**src/rtl/cfghdr_pkg.sv**
```systemverilog
package cfghdr_pkg;
    localparam int DATA_W    = 32;
    localparam int OFS_W     = 8;
    localparam int NUM_BAR   = 6;
    localparam int HDR_BYTES = 64;
    localparam int HDR_WORDS = HDR_BYTES / 4;

    typedef enum logic [1:0] {
        SZ_BYTE = 2'd0,
        SZ_HALF = 2'd1,
        SZ_WORD = 2'd2,
        SZ_BAD  = 2'd3
    } acc_size_e;

    typedef enum logic {
        CH_IDLE = 1'b0,
        CH_RESP = 1'b1
    } ch_state_e;

    localparam logic [OFS_W-1:0] OFS_CMD   = 8'h04;
    localparam logic [OFS_W-1:0] OFS_STAT  = 8'h06;
    localparam logic [OFS_W-1:0] OFS_CACHE = 8'h0C;
    localparam logic [OFS_W-1:0] OFS_LAT   = 8'h0D;
    localparam logic [OFS_W-1:0] OFS_BAR0  = 8'h10;
    localparam logic [OFS_W-1:0] OFS_ROM   = 8'h30;
    localparam logic [OFS_W-1:0] OFS_INTL  = 8'h3C;

    localparam int WORD_BAR0 = 4;
    localparam int WORD_SUBS = 11;
    localparam int WORD_ROM  = 12;
    localparam int WORD_INT  = 15;

    function automatic logic [2:0] width_bytes(input logic [1:0] code);
        case (code)
            SZ_BYTE: width_bytes = 3'd1;
            SZ_HALF: width_bytes = 3'd2;
            SZ_WORD: width_bytes = 3'd4;
            default: width_bytes = 3'd0;
        endcase
    endfunction
endpackage

```
**src/rtl/cfg_bar_slot.sv**
```systemverilog
module cfg_bar_slot
    import cfghdr_pkg::*;
#(
    parameter logic [DATA_W-1:0] INIT = '0,
    parameter logic [DATA_W-1:0] SIZE = 32'h0000_1000
) (
    input  logic              clk,
    input  logic              rst_n,
    input  logic              we,
    input  logic [DATA_W-1:0] wdata,
    input  logic [DATA_W-1:0] dec_addr,
    output logic [DATA_W-1:0] reg_q,
    output logic              hit
);
    // type bit 0 never changes, so the read-only mask is fixed per slot
    localparam logic [DATA_W-1:0] RO_MASK  = INIT[0] ? 32'h0000_0003 : 32'h0000_000F;
    localparam logic [DATA_W-1:0] BASE_KEEP = INIT[0] ? 32'hFFFF_FFFE : 32'hFFFF_FFFC;
    localparam logic [DATA_W-1:0] SIZE_INV  = ~(SIZE - 32'd1);

    logic [DATA_W-1:0] base_q;
    logic              en_q;
    logic [DATA_W-1:0] new_base;
    logic [DATA_W:0]   lim;

    assign new_base = wdata & BASE_KEEP;

    always_ff @(posedge clk or negedge rst_n) begin
        if (!rst_n) begin
            reg_q  <= INIT;
            base_q <= '0;
            en_q   <= 1'b0;
        end else if (we) begin
            if (wdata == '1) begin
                reg_q <= SIZE_INV | (reg_q & RO_MASK);
            end else begin
                reg_q <= (wdata & ~RO_MASK) | (reg_q & RO_MASK);
                if (new_base != '0) begin
                    base_q <= new_base;
                    en_q   <= 1'b1;
                end
            end
        end
    end

    assign lim = {1'b0, base_q} + {1'b0, SIZE};
    assign hit = en_q && (dec_addr >= base_q) && ({1'b0, dec_addr} < lim);
endmodule

```
**src/rtl/cfg_read_mux.sv**
```systemverilog
module cfg_read_mux
    import cfghdr_pkg::*;
(
    input  logic [HDR_WORDS-1:0][DATA_W-1:0] words,
    input  logic [5:0]                       offset,
    input  logic [2:0]                       nbytes,
    output logic [DATA_W-1:0]                rdata
);
    logic [HDR_BYTES-1:0][7:0] hdr_bytes;
    logic [6:0]                idx;

    assign hdr_bytes = words;

    always_comb begin
        rdata = '0;
        idx   = '0;
        for (int i = 0; i < 4; i++) begin
            idx = {1'b0, offset} + 7'(i);
            if ((3'(i) < nbytes) && (idx < 7'(HDR_BYTES)))
                rdata[8*i +: 8] = hdr_bytes[idx[5:0]];
        end
    end
endmodule

```
**src/rtl/cfg_header_regs.sv**
```systemverilog
module cfg_header_regs
    import cfghdr_pkg::*;
#(
    parameter logic [15:0] VENDOR_ID     = 16'hC0DE,
    parameter logic [15:0] DEVICE_ID     = 16'h0B1E,
    parameter logic [31:0] CLASS_REV     = 32'h0280_0003,
    parameter logic [7:0]  HEADER_TYPE   = 8'h00,
    parameter logic [31:0] SUBSYS_IDS    = 32'h5A5A_1234,
    parameter logic [7:0]  INT_PIN       = 8'h01,
    parameter logic [15:0] CMD_INIT      = 16'h0000,
    parameter logic [15:0] STAT_INIT     = 16'h0290,
    parameter logic [7:0]  CACHE_INIT    = 8'h00,
    parameter logic [7:0]  LAT_INIT      = 8'h00,
    parameter logic [7:0]  INTL_INIT     = 8'h00,
    parameter logic [31:0] ROM_INIT      = 32'h0000_0000,
    parameter logic [NUM_BAR-1:0][31:0] BAR_INIT = {32'h0, 32'h0, 32'h1, 32'h8, 32'h1, 32'h0},
    parameter logic [NUM_BAR-1:0][31:0] BAR_SIZE = {32'h40, 32'h1_0000, 32'h4, 32'h10, 32'h100, 32'h1000}
) (
    input  logic              clk,
    input  logic              rst_n,
    input  logic              req_valid,
    input  logic              req_write,
    input  logic [1:0]        req_size,
    input  logic [OFS_W-1:0]  req_offset,
    input  logic [DATA_W-1:0] req_wdata,
    output logic              req_ready,
    output logic              rsp_valid,
    output logic [DATA_W-1:0] rsp_rdata,
    output logic              rsp_err,
    input  logic [DATA_W-1:0] dec_addr,
    output logic [NUM_BAR-1:0] bar_hit
);
    ch_state_e state_q, state_d;

    logic              accept;
    logic [2:0]        nbytes;
    logic              bad_req;
    logic              wr_ok;
    logic [15:0]       cmd_q, stat_q;
    logic [7:0]        cache_q, lat_q, intl_q;
    logic [31:0]       rom_q;
    logic [NUM_BAR-1:0]             bar_we;
    logic [NUM_BAR-1:0][DATA_W-1:0] bar_q;
    logic [HDR_WORDS-1:0][DATA_W-1:0] hdr_w;
    logic [DATA_W-1:0] rd_mux;
    logic [DATA_W-1:0] rdata_q;
    logic              err_q;

    // ---------------- request decode ----------------
    assign accept  = (state_q == CH_IDLE) && req_valid;
    assign nbytes  = width_bytes(req_size);
    assign bad_req = (req_size == SZ_BAD) ||
                     (({1'b0, req_offset} + 9'(nbytes)) > 9'(HDR_BYTES));
    assign wr_ok   = accept && req_write && !bad_req;

    // ---------------- state register ----------------
    always_ff @(posedge clk or negedge rst_n) begin
        if (!rst_n) state_q <= CH_IDLE;
        else        state_q <= state_d;
    end

    always_comb begin
        state_d = state_q;
        unique case (state_q)
            CH_IDLE: if (req_valid) state_d = CH_RESP;
            CH_RESP: state_d = CH_IDLE;
        endcase
    end

    // ---------------- outputs ----------------
    always_comb begin
        req_ready = (state_q == CH_IDLE);
        rsp_valid = (state_q == CH_RESP);
        rsp_rdata = rsp_valid ? rdata_q : '0;
        rsp_err   = rsp_valid && err_q;
    end

    always_ff @(posedge clk or negedge rst_n) begin
        if (!rst_n) begin
            rdata_q <= '0;
            err_q   <= 1'b0;
        end else if (accept) begin
            err_q   <= bad_req;
            rdata_q <= (bad_req || req_write) ? '0 : rd_mux;
        end
    end

    // ---------------- writable scalar fields ----------------
    always_ff @(posedge clk or negedge rst_n) begin
        if (!rst_n) begin
            cmd_q   <= CMD_INIT;
            stat_q  <= STAT_INIT;
            cache_q <= CACHE_INIT;
            lat_q   <= LAT_INIT;
            intl_q  <= INTL_INIT;
            rom_q   <= ROM_INIT;
        end else if (wr_ok) begin
            unique case (req_size)
                SZ_BYTE: begin
                    if (req_offset == OFS_CACHE) cache_q <= req_wdata[7:0];
                    if (req_offset == OFS_LAT)   lat_q   <= req_wdata[7:0];
                    if (req_offset == OFS_INTL)  intl_q  <= req_wdata[7:0];
                end
                SZ_HALF: begin
                    if (req_offset == OFS_CMD)  cmd_q  <= req_wdata[15:0];
                    if (req_offset == OFS_STAT) stat_q <= req_wdata[15:0];
                    if (req_offset == OFS_CACHE) begin
                        cache_q <= req_wdata[7:0];
                        lat_q   <= req_wdata[15:8];
                    end
                end
                SZ_WORD: begin
                    if (req_offset == OFS_CMD) cmd_q <= req_wdata[15:0];
                    if (req_offset == OFS_ROM)
                        rom_q <= (req_wdata == 32'hFFFF_FFFE) ? 32'hFFFF_FFFF : req_wdata;
                end
                default: ;
            endcase
        end
    end

    // ---------------- base address registers ----------------
    for (genvar g = 0; g < NUM_BAR; g++) begin : g_bar
        assign bar_we[g] = wr_ok && (req_size == SZ_WORD) &&
                           (req_offset == OFS_BAR0 + OFS_W'(4 * g));
        cfg_bar_slot #(
            .INIT (BAR_INIT[g]),
            .SIZE (BAR_SIZE[g])
        ) i_slot (
            .clk      (clk),
            .rst_n    (rst_n),
            .we       (bar_we[g]),
            .wdata    (req_wdata),
            .dec_addr (dec_addr),
            .reg_q    (bar_q[g]),
            .hit      (bar_hit[g])
        );
    end

    // ---------------- header image and read path ----------------
    always_comb begin
        hdr_w    = '0;
        hdr_w[0] = {DEVICE_ID, VENDOR_ID};
        hdr_w[1] = {stat_q, cmd_q};
        hdr_w[2] = CLASS_REV;
        hdr_w[3] = {8'h00, HEADER_TYPE, lat_q, cache_q};
        for (int i = 0; i < NUM_BAR; i++) hdr_w[WORD_BAR0 + i] = bar_q[i];
        hdr_w[WORD_SUBS] = SUBSYS_IDS;
        hdr_w[WORD_ROM]  = rom_q;
        hdr_w[WORD_INT]  = {16'h0000, INT_PIN, intl_q};
    end

    cfg_read_mux i_rmux (
        .words  (hdr_w),
        .offset (req_offset[5:0]),
        .nbytes (nbytes),
        .rdata  (rd_mux)
    );
endmodule

```
**config.mk**
```make
export PLATFORM = sky130hd
export DESIGN_NAME = cfg_header_regs
export DESIGN_NICKNAME = d
export VERILOG_FILES = /design/src/rtl/cfghdr_pkg.sv /design/src/rtl/cfg_bar_slot.sv /design/src/rtl/cfg_read_mux.sv /design/src/rtl/cfg_header_regs.sv
export SDC_FILE = /design/constraint.sdc
export NUM_CORES = 2
export LEC_CHECK = 0
export BUFFER_PORTS_ARGS = -buffer_cell sky130_fd_sc_hd__buf_2
export CORE_AREA = 2 2 225 392
export CTS_CLUSTER_SIZE = 25
export DETAILED_ROUTE_END_ITERATION = 7
export DIE_AREA = 0 0 227 394
export PLACE_DENSITY = 0.68
export REMOVE_ABC_BUFFERS = 1
export SKIP_CTS_REPAIR_TIMING = 1
export SLEW_MARGIN = 15
export SYNTH_ARGS = -nofsm -noshare
export SYNTH_HDL_FRONTEND = slang
export SYNTH_SLANG_ARGS = --single-unit
```
**constraint.sdc**
```tcl
create_clock -name clk -period 4.7 [get_ports clk]
set_input_delay 0.47 -clock clk [delete_from_list [all_inputs] [get_ports clk]]
set_output_delay 0.47 -clock clk [all_outputs]
set_load 0.02 [all_outputs]
```
## Word level (Yosys, flattened, before mapping)

Cells that the tools add are included.

| cells by class | value |
|---|---|
| add/sub/neg operators | 10 |
| $mul | 0 |
| div/mod/pow operators | 0 |
| $lt $le $gt $ge | 25 |
| equal/unequal tests | 19 |
| shift operators | 0 |
| multiplexer cells | 27 |
| bitwise gates (word level) | 8 |
| reductions and logical operators | 54 |

Operator list:

| operator | count |
|---|---|
| $mux W32 | 9 |
| $lt A32 B33 Y1 | 6 |
| $bmux W8 S6 | 4 |
| $ge A32 B32 Y1 | 6 |
| $or A32 B4 Y32 | 4 |
| $mux W8 | 10 |
| $eq A32 B32 Y1 const B | 2 |
| $or A32 B2 Y32 | 2 |
| $reduce_bool A32 Y1 | 2 |
| $lt A6 B7 Y1 const B | 5 |
| $add A32 B13 Y33 const B | 1 |
| $add A32 B17 Y33 const B | 1 |
| $add A32 B3 Y33 const B | 1 |
| $add A32 B5 Y33 const B | 1 |
| $add A32 B7 Y33 const B | 1 |
| $add A32 B9 Y33 const B | 1 |
| $reduce_and A3 Y1 | 11 |
| $eq A8 B5 Y1 const B | 4 |
| $eq A8 B6 Y1 const B | 4 |
| $logic_and A1 B1 Y1 | 27 |
| $lt A7 B7 Y1 const B | 3 |
| $eq A8 B3 Y1 const B | 2 |
| $eq A8 B4 Y1 const B | 2 |
| $pmux W8 S2 | 1 |
| other kinds (20) | 33 |

| word-level totals | value |
|---|---|
| bits in registers | 502 |
| latch bits | 0 |
| bits in writable memories | 0 |
| bits in read-only memories | 0 |
| bits of input ports | 78 |
| output and inout bits | 41 |
| word-level logic and storage cells | 176 |
| memories kept | 0 |

## Logic depth before layout (Yosys ltp)

| depth | value |
|---|---|
| depth after elaboration | 10 |
| mapped depth | 18 |
| depth with buffers taken out | 15 |

## By module

From an unflattened synthesis, not the netlist that was laid out.

| unflattened totals | value |
|---|---|
| cell total of the unflattened synthesis | 4207 |
| area total of the unflattened synthesis | 46977.6 sq um |

By module, submodules not included:

| module | instances | cells an instance | area an instance (sq um) | seq. area each (sq um) |
|---|---|---|---|---|
| cfg_read_mux | 1 | 1408 | 17035.1 | 0.0 |
| cfg_header_regs | 1 | 390 | 5363.9 | 3056.7 |
| cfg_bar_slot (g_bar[3].i_slot) | 1 | 424 | 4419.2 | 1551.5 |
| cfg_bar_slot (g_bar[2].i_slot) | 1 | 410 | 4266.6 | 1476.4 |
| cfg_bar_slot (g_bar[5].i_slot) | 1 | 407 | 4177.8 | 1476.4 |
| cfg_bar_slot (g_bar[1].i_slot) | 1 | 401 | 4086.4 | 1551.5 |
| cfg_bar_slot (g_bar[0].i_slot) | 1 | 391 | 3875.0 | 1476.4 |
| cfg_bar_slot (g_bar[4].i_slot) | 1 | 376 | 3753.6 | 1476.4 |

## Worst setup path after synthesis

No wires, ideal clock.

| path | value |
|---|---|
| path kind | in2reg |
| start point | input req_offset[0] |
| end point | register rdata_q[30] |
| setup time | 0.130 ns |
| data arrival time | 4.419 ns |
| data required time | 4.570 ns |
| path slack | 0.151 ns |
| stages | 17 |
| path buffers | 7 |
| cells stage by stage | buf_2 buf_4 buf_4 clkinv_1 clkbuf_1 clkbuf_1 ha_1 inv_1 ha_1 clkbuf_1 clkbuf_1 mux4_2 mux4_2 nand2_1 o21ai_0 a21oi_1 o21ai_0 |

| on the way | value |
|---|---|
| word-level cells in the longest chain between the ends | 5 |
| elaborated cells between the ends (all ways) | 11 |
| classes of those cells | add/sub (2); order compare (2); mux (4); reduce/logical (3) |

Ends and longest elaborated chain:

| element | line | source |
|---|---|---|
| start: declaration | cfg_header_regs.sv:24 | `input logic [OFS_W-1:0] req_offset,` |
| $add A6 B2 Y7 / $add A8 B3 Y9 (equally long branches) | cfg_read_mux.sv:18, cfg_header_regs.sv:53 |  |
| $bmux W8 S6 (tied with other cells) | cfg_read_mux.sv:20 | `rdata[8*i +: 8] = hdr_bytes[idx[5:0]];` |
| $mux W8 (implied by the code) (tied with other cells) | cfg_read_mux.sv:20 |  |
| $mux W8 / $logic_or A1 B1 Y1 (equally long branches) | cfg_read_mux.sv:19, cfg_header_regs.sv:84 |  |
| $mux W32 * | cfg_header_regs.sv:84 | `rdata_q <= (bad_req \|\| req_write) ? '0 : rd_mux;` |
| end signal: assignment | cfg_header_regs.sv:84 |  |
| end: declaration | cfg_header_regs.sv:46 | `logic [DATA_W-1:0] rdata_q;` |

Every way passes the cells marked *; elsewhere a longest branch is shown, timed or not. The select of a mux whose other input is x is not followed.
A chain may end at the register's enable or synchronous reset.

## Worst setup path after layout

| path | value |
|---|---|
| start point | register g_bar[5].i_slot.base_q[14] |
| end point | output bar_hit[5] |

| on the way | value |
|---|---|
| word-level cells in the longest chain between the ends | 3 |
| elaborated cells between the ends (all ways) | 5 |
| classes of those cells | add/sub (1); order compare (2); reduce/logical (2) |

Ends and longest elaborated chain:

| element | line | source |
|---|---|---|
| start: declaration | cfg_bar_slot.sv:20 | `logic [DATA_W-1:0] base_q;` |
| start signal: assignment | cfg_bar_slot.sv:38 | `base_q <= new_base;` |
| $add A32 B7 Y33 / $ge A32 B32 Y1 (equally long branches) | cfg_bar_slot.sv:45, cfg_bar_slot.sv:46 |  |
| $lt A32 B33 Y1 / $logic_and A1 B1 Y1 (equally long branches) | cfg_bar_slot.sv:46 | `assign hit = en_q && (dec_addr >= base_q) && ({1'b0, dec_addr} < lim);` |
| $logic_and A1 B1 Y1 * | cfg_bar_slot.sv:46 |  |
| end: declaration | cfg_header_regs.sv:31 | `output logic [NUM_BAR-1:0] bar_hit` |

Every way passes the cells marked *; elsewhere a longest branch is shown, timed or not.

==> impl_metrics.tcl <==
set metrics [dict create \
    status "finished, final reports clean" \
    die_height_microns 394 \
    numPortBuffers 118 \
    cts-htree-levels 2 \
    min_to "g_bar[0].i_slot.reg_q[15]" \
    hold_class "input pin to flop" \
    start_util_pct 44.5 \
    holdPathStages 3 \
    gp_congestion 1.11 \
    antenna_found_initial 14 \
    peakVddDrop_mv 0.261 \
    finalCriticalPeriod_ns 4.43 \
    areaGrowthSynthToFinish_pct 11.3 \
    setup_viol 0 \
    critPathRequiredTime_ns 4.23 \
    cts_tree "built" \
    yosysUniqueCellTypes 80 \
    seq_area_frac_synth_pct 31.3 \
    rrSetupSlack_ns 1.23 \
    design_area_sq_um 42800 \
    placedCellCount 5019 \
    drtAntennaViolNets 0 \
    grt_use_total_pct 33.6 \
    post-place-ws_ns 0.347 \
    arrival_ns 3.96 \
    power-per-cell-area_nw_per_um2 237 \
    finalHoldViolCount 0 \
    clock_sinks 482 \
    r2r_end "g_bar[3].i_slot.base_q[25]" \
    critPathMaxStageDelay_ns 0.35 \
    num_vias 33019 \
    clock_path_buffers 3 \
    clock_skew_ns 0.0475 \
    p_total_mw 10.1 \
    core-area_sq_um 86600 \
    synthFlopType "dfrtp_1" \
    path_max_fanout 5 \
    final_cell_mix "nand2_1 (499), dfrtp_1 (477), ha_1 (352)" \
    slew_violations 0 \
    tritoncts.num_buffers 49 \
    placed_cell_area_sq_um 41000 \
    io_pins 119 \
    ys_ff_latch 482 \
    vias_per_cell 6.45 \
    synth_warnings 0 \
    hold_slack_ns 0.209 \
    die_w_microns 227 \
    final_common_cell "nand2_1" \
    nFillCells 8102 \
    r2r-start "rsp_valid" \
    relSlewSlack_pct 19.5 \
    critPathTopFamily "compound AO/OA/AOI/OAI gates" \
    synth_area_sq_um 38500 \
    path_cells "inv_1 > nor3_2 > nand4_1 > buf_4 > nor2_4 > nand2_1 > xnor2_1 > ha_1 > a21o_1 > a21o_1 > a21o_1 > a211oi_1 > o21ai_1 > nor4_2 > a2bb2oi_2 > buf_2" \
    grt_max_degree 127 \
    routed_wl_mm 150 \
    path_common_cell "a21o_1" \
    num_rows 143 \
    worst_path_max_delay_cell "dfrtp_1" \
    dp_hpwl_mm 111 \
    synth_edf_count 0 \
    leakage_nw 18.9 \
    setup_ws_ns 0.271 \
    fin_nets 4350 \
    grt_pass1_wl_mm 220 \
    tightest_slew_ns 1.20 \
    crit_type "flop to primary output" \
    fmax_mhz 226 \
    drc 0 \
    clk_root_buffer_cell "clkbuf_16" \
    final_cells 5121 \
    finish.utilization_pct 49.5 \
    finalSetupTns_ns 0 \
    dieArea_sq_um 89400 \
    crit_buf_inv 3 \
    cp-start-kind "flop" \
    clock_latency_ns 0.65 \
    async_reset_ff_share_pct 100 \
    max-cap-violations 0 \
    fin_crit_sh_pct 94.2 \
    crit_path_end_kind "primary output" \
    min_from "req_wdata[15]" \
    grt_pass1_vias 33233 \
    path_clk_slew_ns 0.07 \
    grt_remaining_overflow 0 \
    drive_above_1_share_pct 24.2 \
    avgSynthCellArea_sq_um 10.1 \
    ff2ff_path_depth 12 \
    drt_iter0_markers 2784 \
    avgRoutedWirePerCell_microns 29.3 \
    first_pass_iters 7 \
    netlist_instances 3825 \
]
[cell families (layout without fill, tap and decap cells)]
logic type                 count (synthesis)  after routing  synth area share (%)
buffers and inverters                    459            588                  4.77
xor gates and xnor gates                 151            151                  3.44
adders and majority gates                356            356                  11.6
muxes                                    618            618                  23.5
DFF                                      482            482                  31.3
AOI/OAI and AO/OA                        683            683                  12.1
and+or+nand+nor                         1076           1076                  13.2
other                                      0              7                     0
[worst min-delay path: stages]
cell and delay (ns):
buf_2 0.20, nand2_1 0.09, nand2_1 0.05
[worst max path at each step]
stage / start / to / slack (ns) / depth (start not counted)
2_1_floorplan: rsp_valid / g_bar[2].i_slot.base_q[10] / -2.81 / 9
3_3_place_gp: g_bar[5].i_slot.base_q[11] / bar_hit[5] / 0.47 / 15
3_5_place_dp: g_bar[5].i_slot.base_q[6] / bar_hit[5] / 0.35 / 16
4_1_cts: g_bar[5].i_slot.base_q[6] / bar_hit[5] / -0.34 / 16
5_1_grt: g_bar[5].i_slot.base_q[6] / bar_hit[5] / -0.03 / 16
6_report: g_bar[5].i_slot.base_q[14] / bar_hit[5] / 0.27 / 16
[flip-flops by register name, summed over array words and instances (netlist names)]
register,count
err_q,1
rdata_q,32
cache_q,8
g_bar.i_slot.reg_q,172
lat_q,8
stat_q,16
cmd_q,16
g_bar.i_slot.en_q,6
g_bar.i_slot.base_q,182
rsp_valid,1
rom_q,32
intl_q,8
[layer usage]
| metal | track usage (%) | vias up | share of wire, % |
|---|---|---|---|
| met3 | 7.10 | 708 | 7.2 |
| met2 | 57.0 | 1669 | 49 |
| met1 | 33.8 | 16300 | 32 |
| met4 | 31.9 | 10 | 12 |
| met5 | 0 | - | 0.035 |
| li1 | - | 14332 | - |
[synthesized netlist by cell type, types with 11 or more instances]
cell,instances,area [sq um]
o21ai_0,137,686
xnor2_1,149,1310
o31ai_1,14,105
dfrtp_1,479,12000
buf_4,11,82.6
o21a_1,14,105
nand2b_1,23,144
o211ai_1,27,203
nor2_1,125,469
buf_1,26,97.6
a31oi_1,24,150
mux2i_1,88,881
a21o_1,70,526
nor4_1,30,188
a2111oi_0,11,96.3
nand3_1,98,490
o2bb2ai_1,15,131
mux2_2,319,3590
and3_1,31,194
nand2_1,500,1880
clkbuf_1,156,586
ha_1,355,4440
inv_1,212,796
nor2b_1,20,125
mux2_4,20,300
a211oi_1,40,300
a311oi_1,12,105
a22o_1,38,333
and2_1,44,275
nor3_1,85,425
a221oi_1,31,272
buf_2,47,235
a21oi_1,141,706
nand4_1,74,463
mux4_2,189,4260
[power breakdown]
| group | total [mW] | switching (mW) | internal [mW] | leakage, nW |
|---|---|---|---|---|
| sequential | 4.18 | 0.0137 | 4.16 | 6.72 |
| clock | 4.11 | 1.93 | 2.18 | 0.768 |
| combinational | 1.86 | 1.28 | 0.582 | 11.4 |
| total | 10.1 | 3.22 | 6.93 | 18.9 |
[final cells by class]
class                      count  area [sq um]  share of cell area, %
timing repair buffer         282          2010                   4.70
antenna                        7          17.5                 0.0409
sequential                   482         12100                   28.2
inverter                     217           815                   1.90
tap                         1160          1450                   3.39
clock inverter                29           277                  0.645
clock buffer                  60          1320                   3.08
multi-input combinational   2884         24900                   58.1
(Power assumes the default switching activity.)
